<file path="config.mk">
export PLATFORM = sky130hd
export DESIGN_NAME = spare_sub_ctrl
export DESIGN_NICKNAME = d
export VERILOG_FILES = /design/src/rtl/ssc_pkg.sv /design/src/rtl/ssc_unit_pool.sv /design/src/rtl/ssc_map.sv /design/src/rtl/spare_sub_ctrl.sv
export SDC_FILE = /design/constraint.sdc
export NUM_CORES = 1
export LEC_CHECK = 0
export CAP_MARGIN = 20
export CORE_MARGIN = 3
export CORE_UTILIZATION = 46
export DETAILED_ROUTE_END_ITERATION = 16
export PLACE_DENSITY = 0.74
export SLEW_MARGIN = 25
export SYNTH_ARGS = -nofsm -noshare
export SYNTH_HDL_FRONTEND = slang
export SYNTH_HIERARCHICAL = 1
export SYNTH_SLANG_ARGS = --single-unit
</file>
<file path="constraint.sdc">
create_clock -name clk -period 5 [get_ports clk]
set_input_delay 1 -clock clk [delete_from_list [all_inputs] [get_ports clk]]
set_output_delay 1 -clock clk [all_outputs]
set_load 0.02 [all_outputs]
</file>
<file path="src/rtl/ssc_pkg.sv">
package ssc_pkg;
  typedef enum logic [2:0] {
    ST_IDLE,
    ST_WR,
    ST_RB,
    ST_CMP,
    ST_RDW,
    ST_RDC
  } ssc_state_e;
endpackage

</file>
<file path="src/rtl/ssc_unit_pool.sv">
module ssc_unit_pool #(
  parameter int N_UNITS  = 6,
  parameter int N_ACTIVE = 4,
  localparam int UNIT_W  = (N_UNITS > 1) ? $clog2(N_UNITS) : 1
) (
  input  logic              clk,
  input  logic              rst,
  input  logic              fail_en,
  input  logic [UNIT_W-1:0] fail_unit,
  input  logic              take_en,
  input  logic [UNIT_W-1:0] take_unit,
  input  logic              rep_en,
  input  logic [UNIT_W-1:0] rep_unit,
  output logic [N_UNITS-1:0] fault_q,
  output logic              alarm_q,
  output logic              spare_ok,
  output logic [UNIT_W-1:0] spare_idx
);
  logic [N_UNITS-1:0] in_use_q, in_use_n, fault_n;
  logic [N_UNITS-1:0] usable;

  // usable spare: not mapped and not faulty
  genvar g;
  generate
    for (g = 0; g < N_UNITS; g++) begin : g_usable
      assign usable[g] = !in_use_q[g] && !fault_q[g];
    end
  endgenerate

  // lowest index wins
  always_comb begin
    spare_ok  = 1'b0;
    spare_idx = '0;
    for (int i = N_UNITS - 1; i >= 0; i--) begin
      if (usable[i]) begin
        spare_ok  = 1'b1;
        spare_idx = UNIT_W'(i);
      end
    end
  end

  always_comb begin
    fault_n  = fault_q;
    in_use_n = in_use_q;
    if (fail_en) fault_n[fail_unit] = 1'b1;
    if (take_en) begin
      in_use_n[fail_unit] = 1'b0;
      in_use_n[take_unit] = 1'b1;
    end
    // a repair report is applied last
    if (rep_en && (int'(rep_unit) < N_UNITS)) fault_n[rep_unit] = 1'b0;
  end

  always_ff @(posedge clk) begin
    if (rst) begin
      fault_q <= '0;
      alarm_q <= 1'b0;
      for (int i = 0; i < N_UNITS; i++) in_use_q[i] <= (i < N_ACTIVE);
    end else begin
      fault_q  <= fault_n;
      in_use_q <= in_use_n;
      alarm_q  <= |fault_n;
    end
  end
endmodule

</file>
<file path="src/rtl/ssc_map.sv">
module ssc_map #(
  parameter int N_UNITS  = 6,
  parameter int N_ACTIVE = 4,
  localparam int UNIT_W  = (N_UNITS > 1) ? $clog2(N_UNITS) : 1,
  localparam int SLOT_W  = (N_ACTIVE > 1) ? $clog2(N_ACTIVE) : 1
) (
  input  logic              clk,
  input  logic              rst,
  input  logic              wr_en,
  input  logic [SLOT_W-1:0] wr_slot,
  input  logic [UNIT_W-1:0] wr_unit,
  input  logic [SLOT_W-1:0] rd_slot,
  output logic [UNIT_W-1:0] rd_unit
);
  logic [UNIT_W-1:0] tbl_q [N_ACTIVE];

  genvar g;
  generate
    for (g = 0; g < N_ACTIVE; g++) begin : g_entry
      always_ff @(posedge clk) begin
        if (rst)
          tbl_q[g] <= UNIT_W'(g);
        else if (wr_en && (int'(wr_slot) == g))
          tbl_q[g] <= wr_unit;
      end
    end
  endgenerate

  assign rd_unit = (int'(rd_slot) < N_ACTIVE) ? tbl_q[rd_slot] : '0;
endmodule

</file>
<file path="src/rtl/spare_sub_ctrl.sv">
module spare_sub_ctrl
  import ssc_pkg::*;
#(
  parameter int N_UNITS  = 6,
  parameter int N_ACTIVE = 4,
  parameter int DATA_W   = 16,
  parameter int ADDR_W   = 4,
  localparam int UNIT_W  = (N_UNITS > 1) ? $clog2(N_UNITS) : 1,
  localparam int SLOT_W  = (N_ACTIVE > 1) ? $clog2(N_ACTIVE) : 1
) (
  input  logic               clk,
  input  logic               rst,
  input  logic               req_valid,
  input  logic               req_write,
  input  logic [SLOT_W-1:0]  req_slot,
  input  logic [ADDR_W-1:0]  req_addr,
  input  logic [DATA_W-1:0]  req_wdata,
  output logic               done,
  output logic               resp_err,
  output logic [DATA_W-1:0]  rdata,
  output logic [UNIT_W-1:0]  phy_sel,
  output logic               phy_we,
  output logic               phy_re,
  output logic [ADDR_W-1:0]  phy_addr,
  output logic [DATA_W-1:0]  phy_wdata,
  input  logic [DATA_W-1:0]  phy_rdata,
  input  logic               rep_valid,
  input  logic [UNIT_W-1:0]  rep_unit,
  output logic [N_UNITS-1:0] unit_fault,
  output logic               alarm,
  output logic               sys_fail
);
  ssc_state_e        state_q;
  logic [SLOT_W-1:0] slot_q;
  logic [UNIT_W-1:0] map_unit;
  logic              spare_ok;
  logic [UNIT_W-1:0] spare_idx;
  logic              mismatch, fail_en, take_en;

  assign mismatch = (phy_rdata != phy_wdata);
  assign fail_en  = (state_q == ST_CMP) && mismatch;
  assign take_en  = fail_en && spare_ok;

  ssc_map #(.N_UNITS(N_UNITS), .N_ACTIVE(N_ACTIVE)) u_map (
    .clk     (clk),
    .rst     (rst),
    .wr_en   (take_en),
    .wr_slot (slot_q),
    .wr_unit (spare_idx),
    .rd_slot (req_slot),
    .rd_unit (map_unit)
  );

  ssc_unit_pool #(.N_UNITS(N_UNITS), .N_ACTIVE(N_ACTIVE)) u_pool (
    .clk       (clk),
    .rst       (rst),
    .fail_en   (fail_en),
    .fail_unit (phy_sel),
    .take_en   (take_en),
    .take_unit (spare_idx),
    .rep_en    (rep_valid),
    .rep_unit  (rep_unit),
    .fault_q   (unit_fault),
    .alarm_q   (alarm),
    .spare_ok  (spare_ok),
    .spare_idx (spare_idx)
  );

  always_ff @(posedge clk) begin
    if (rst) begin
      state_q   <= ST_IDLE;
      slot_q    <= '0;
      done      <= 1'b0;
      resp_err  <= 1'b0;
      rdata     <= '0;
      phy_sel   <= '0;
      phy_we    <= 1'b0;
      phy_re    <= 1'b0;
      phy_addr  <= '0;
      phy_wdata <= '0;
      sys_fail  <= 1'b0;
    end else begin
      done <= 1'b0;
      if (rep_valid) sys_fail <= 1'b0;
      unique case (state_q)
        ST_IDLE: begin
          if (req_valid) begin
            slot_q   <= req_slot;
            phy_sel  <= map_unit;
            phy_addr <= req_addr;
            if (req_write) begin
              phy_wdata <= req_wdata;
              phy_we    <= 1'b1;
              state_q   <= ST_WR;
            end else begin
              phy_re  <= 1'b1;
              state_q <= ST_RDW;
            end
          end
        end
        ST_WR: begin
          phy_we  <= 1'b0;
          phy_re  <= 1'b1;
          state_q <= ST_RB;
        end
        ST_RB: begin
          phy_re  <= 1'b0;
          state_q <= ST_CMP;
        end
        ST_CMP: begin
          if (!mismatch) begin
            done     <= 1'b1;
            resp_err <= 1'b0;
            state_q  <= ST_IDLE;
          end else if (spare_ok) begin
            phy_sel <= spare_idx;
            phy_we  <= 1'b1;
            state_q <= ST_WR;
          end else begin
            sys_fail <= 1'b1;
            done     <= 1'b1;
            resp_err <= 1'b1;
            state_q  <= ST_IDLE;
          end
        end
        ST_RDW: begin
          phy_re  <= 1'b0;
          state_q <= ST_RDC;
        end
        ST_RDC: begin
          rdata    <= phy_rdata;
          done     <= 1'b1;
          resp_err <= 1'b0;
          state_q  <= ST_IDLE;
        end
        default: state_q <= ST_IDLE;
      endcase
    end
  end
endmodule

</file>
==> impl_metrics.py <==
metrics = {
    "global_routing": {
        "antenna_found_initial": 0,
        "gr-total-overflow": 0,
        "grtUsageTotal_pct": 20.8,
        "first_global_vias": 2780,
        "grt_pass1_wl_um": 14100,
        "grt_max_degree": 53,
    },
    "sta": {
        "finalHoldViolCount": 0,
        "grt_setup_unrepaired": "no",
        "setup_tns_ns": 0,
        "fmax_mhz": 333,
        "period_share_pct": 60.1,
        "tightest_slew_ns": 0.822,
        "fin_skew_ns": 0.00982,
        "setup_viol": 0,
        "worst_slack_ns": 1.99,
        "hold-worst-slack_ns": 0.456,
        "fin_crit_ns": 3.01,
        "relSlewSlack_pct": 45.0,
        "slew_violations": 0,
    },
    "detailed_routing": {
        "drc": 0,
        "first_iter_violations": 187,
        "vias": 2974,
        "antenna_left": 0,
        "drt_wl_total_um": 8820,
        "firstDrtPassIters": 4,
        "viasPerCell": 5.31,
        "wl_per_cell_um": 15.8,
    },
    "clock_network": {
        "cts_buffers": 9,
        "cts-root-buf": "clkbuf_8",
        "clk_pin_slew_ns": 0.08,
        "clkLatencyLatePin_ns": 0.34,
        "ctsResizeCount": 0,
        "clock_sinks": 74,
        "cts_setup_buffers": 0,
        "cts_max_path_buffers": 2,
        "ctsHoldBuffers": 0,
        "tritoncts": "done",
        "htree_num_levels": 3,
    },
    "logic_synthesis": {
        "yosys_most_used_dff": "dfxtp_1",
        "synth_cell_types": 58,
        "yosysSeqAreaShare_pct": 46.7,
        "ys_ff_latch": 74,
        "ys_top_cells_by_count": "nand2_1, dfxtp_1, a21oi_1",
        "synth_area_per_cell_um2": 9.29,
        "synth_area_leaders": "dfxtp_1, edfxtp_1, nand2_1",
        "synth_nets": 415,
        "netlist.area_leader.share_pct": 36.2,
        "async_flop_share_pct": 0,
        "synth_edf_count": 12,
        "yosysWarnings": 6,
        "synth_area_leader_cell": "dfxtp_1",
        "synth_most_common_cell": "nand2_1",
        "syn-cell-area_um2": 3430,
        "syn_inst": 369,
    },
    "status": {
        "outcome": "completed",
    },
    "die": {
        "pin_count": 97,
        "num_rows": 30,
        "initial_core_util_pct": 48.9,
        "core_um2": 7020,
        "fp.dieW_um": 92.3,
        "dieHeight_um": 92.3,
        "die_area_um2": 8530,
    },
    "setup_path": {
        "ff2ff_path_depth": 10,
        "critPathCaptureType": "flop",
        "critPathLaunchType": "input port",
        "r2r_slack_ns": 2.37,
        "crit_required_ns": 5.23,
        "worst_r2r_endpoint": "u_pool/in_use_q[3]$_SDFFE_PP1P_",
        "arrival_ns": 3.24,
        "r2r-start": "u_pool/fault_q[1]$_SDFF_PP0_",
        "worstSetupPathType": "input port to flop",
        "cp_max_fo": 14,
    },
    "placed_design": {
        "dp.cells": 544,
        "gp_congestion": 0.832,
        "place_area_um2": 4400,
        "dpl.hpwl_um": 6390,
        "place_ws_ns": 1.65,
        "io_buffers": 96,
    },
    "final_layout": {
        "area_growth_pct": 34.9,
        "fin_cells": 560,
        "drive_gt1_share_pct": 7.97,
        "final_area_um2": 4630,
        "fillCellCount": 588,
        "antennaDiodeCount": 0,
        "fin_util_pct": 65.9,
        "nets": 505,
    },
    "power": {
        "power_mw": 1.43,
        "p_seq_share_pct": 47.1,
        "powerDensity_nw_per_um2": 309,
        "p_int_mw": 1.05,
        "p_leak_nw": 1.68,
        "power_frac_clock_pct": 35.8,
        "p_sw_share_pct": 26.6,
        "ir_worst_vdd_mv": 0.213,
        "switchingPower_mw": 0.381,
        "p_comb_share_pct": 17.1,
    },
    "worst_hold_path": {
        "hold_end": "rdata[3]$_SDFFE_PP0N_",
        "whs_path_depth": 2,
        "worstHoldStart": "rdata[3]$_SDFFE_PP0N_",
        "min_path_type": "flop to flop",
    },
    "flow_run": {
        "drv_cap": 0,
    },
}
## routing by layer
| metal | track usage (%) | wire, um | vias up |
|---|---|---|---|
| met3 | 3.33 | 534 | 10 |
| met5 | 0 | 0 | - |
| li1 | - | - | 1469 |
| met2 | 33.3 | 4330 | 85 |
| met1 | 27.8 | 3840 | 1410 |
| met4 | 9.03 | 125 | 0 |
## sequential cells by signal, summed over array words and instances, names as in the netlist, 3 cells and up
signal	cells
phy_addr	4
phy_sel	3
phy_wdata	16
rdata	16
state_q	3
u_map/tbl_q	12
u_pool/fault_q	6
u_pool/in_use_q	6
## cell type report
| class | instances | area [um^2] | share of cell area, % |
|---|---|---|---|
| Clock buffer | 11 | 141 | 3.06 |
| Clock inverter | 5 | 76.3 | 1.65 |
| Inverter | 8 | 30.0 | 0.649 |
| Multi-Input combinational cell | 269 | 1690 | 36.6 |
| Sequential cell | 74 | 1600 | 34.6 |
| Tap cell | 96 | 120 | 2.60 |
| Timing Repair Buffer | 97 | 963 | 20.8 |
## power by group through the flow
| stage | clock network [mW] | registers (mW) | logic (mW) |
|---|---|---|---|
| final | 0.512 | 0.674 | 0.244 |
| after CTS | 0.516 | 0.674 | 0.246 |
| after global placement | 0 | 0.686 | 0.242 |
| after floorplan | 0 | 0.694 | 0.135 |
| after detailed placement | 0 | 0.688 | 0.245 |
| after global routing | 0.543 | 0.681 | 0.264 |
## worst max-delay path, cell delays in order
cell             delay [ns]
clkdlybuf4s50_1        0.49
xor2_1                 0.27
nor4_2                 0.07
nand4_2                0.14
and2_1                 0.46
nor2b_1                0.32
nand3_1                0.12
a221o_1                0.37
## layout by cell type (no fill, tap or decap), types with 6 or more instances in the layout
master	n
a21oi_1	40
clkbuf_8	10
clkdlybuf4s50_1	95
dfxtp_1	62
edfxtp_1	12
inv_1	8
mux2i_1	9
nand2_1	73
nand2b_1	6
nor2_1	30
nor2b_1	10
xor2_1	16
## how the worst max path moves through the flow
stage	cells after the start	from	slack, ns	endpoint
floorplan	8	phy_rdata[12]	2.39	u_pool/alarm_q$_SDFF_PP0_
global placement	9	phy_rdata[11]	1.73	u_pool/alarm_q$_SDFF_PP0_
detailed placement	8	phy_rdata[3]	1.65	u_pool/in_use_q[3]$_SDFFE_PP1P_
CTS	8	phy_rdata[3]	2.01	u_pool/in_use_q[3]$_SDFFE_PP1P_
global route	8	phy_rdata[5]	1.89	u_pool/in_use_q[3]$_SDFFE_PP1P_
finish	8	phy_rdata[3]	1.99	u_pool/in_use_q[3]$_SDFFE_PP1P_
## kinds of logic after synthesis
group                  Yosys count  synth area share, %
AND/OR/NAND/NOR                165                 25.4
flip-flops                      74                 46.7
buffers and inverters           26                 4.27
multiplexers                    15                 5.91
XOR/XNOR                        17                 4.34
AO/OA/AOI/OAI                   72                 13.4
Power figures use the tool's default switching activity.
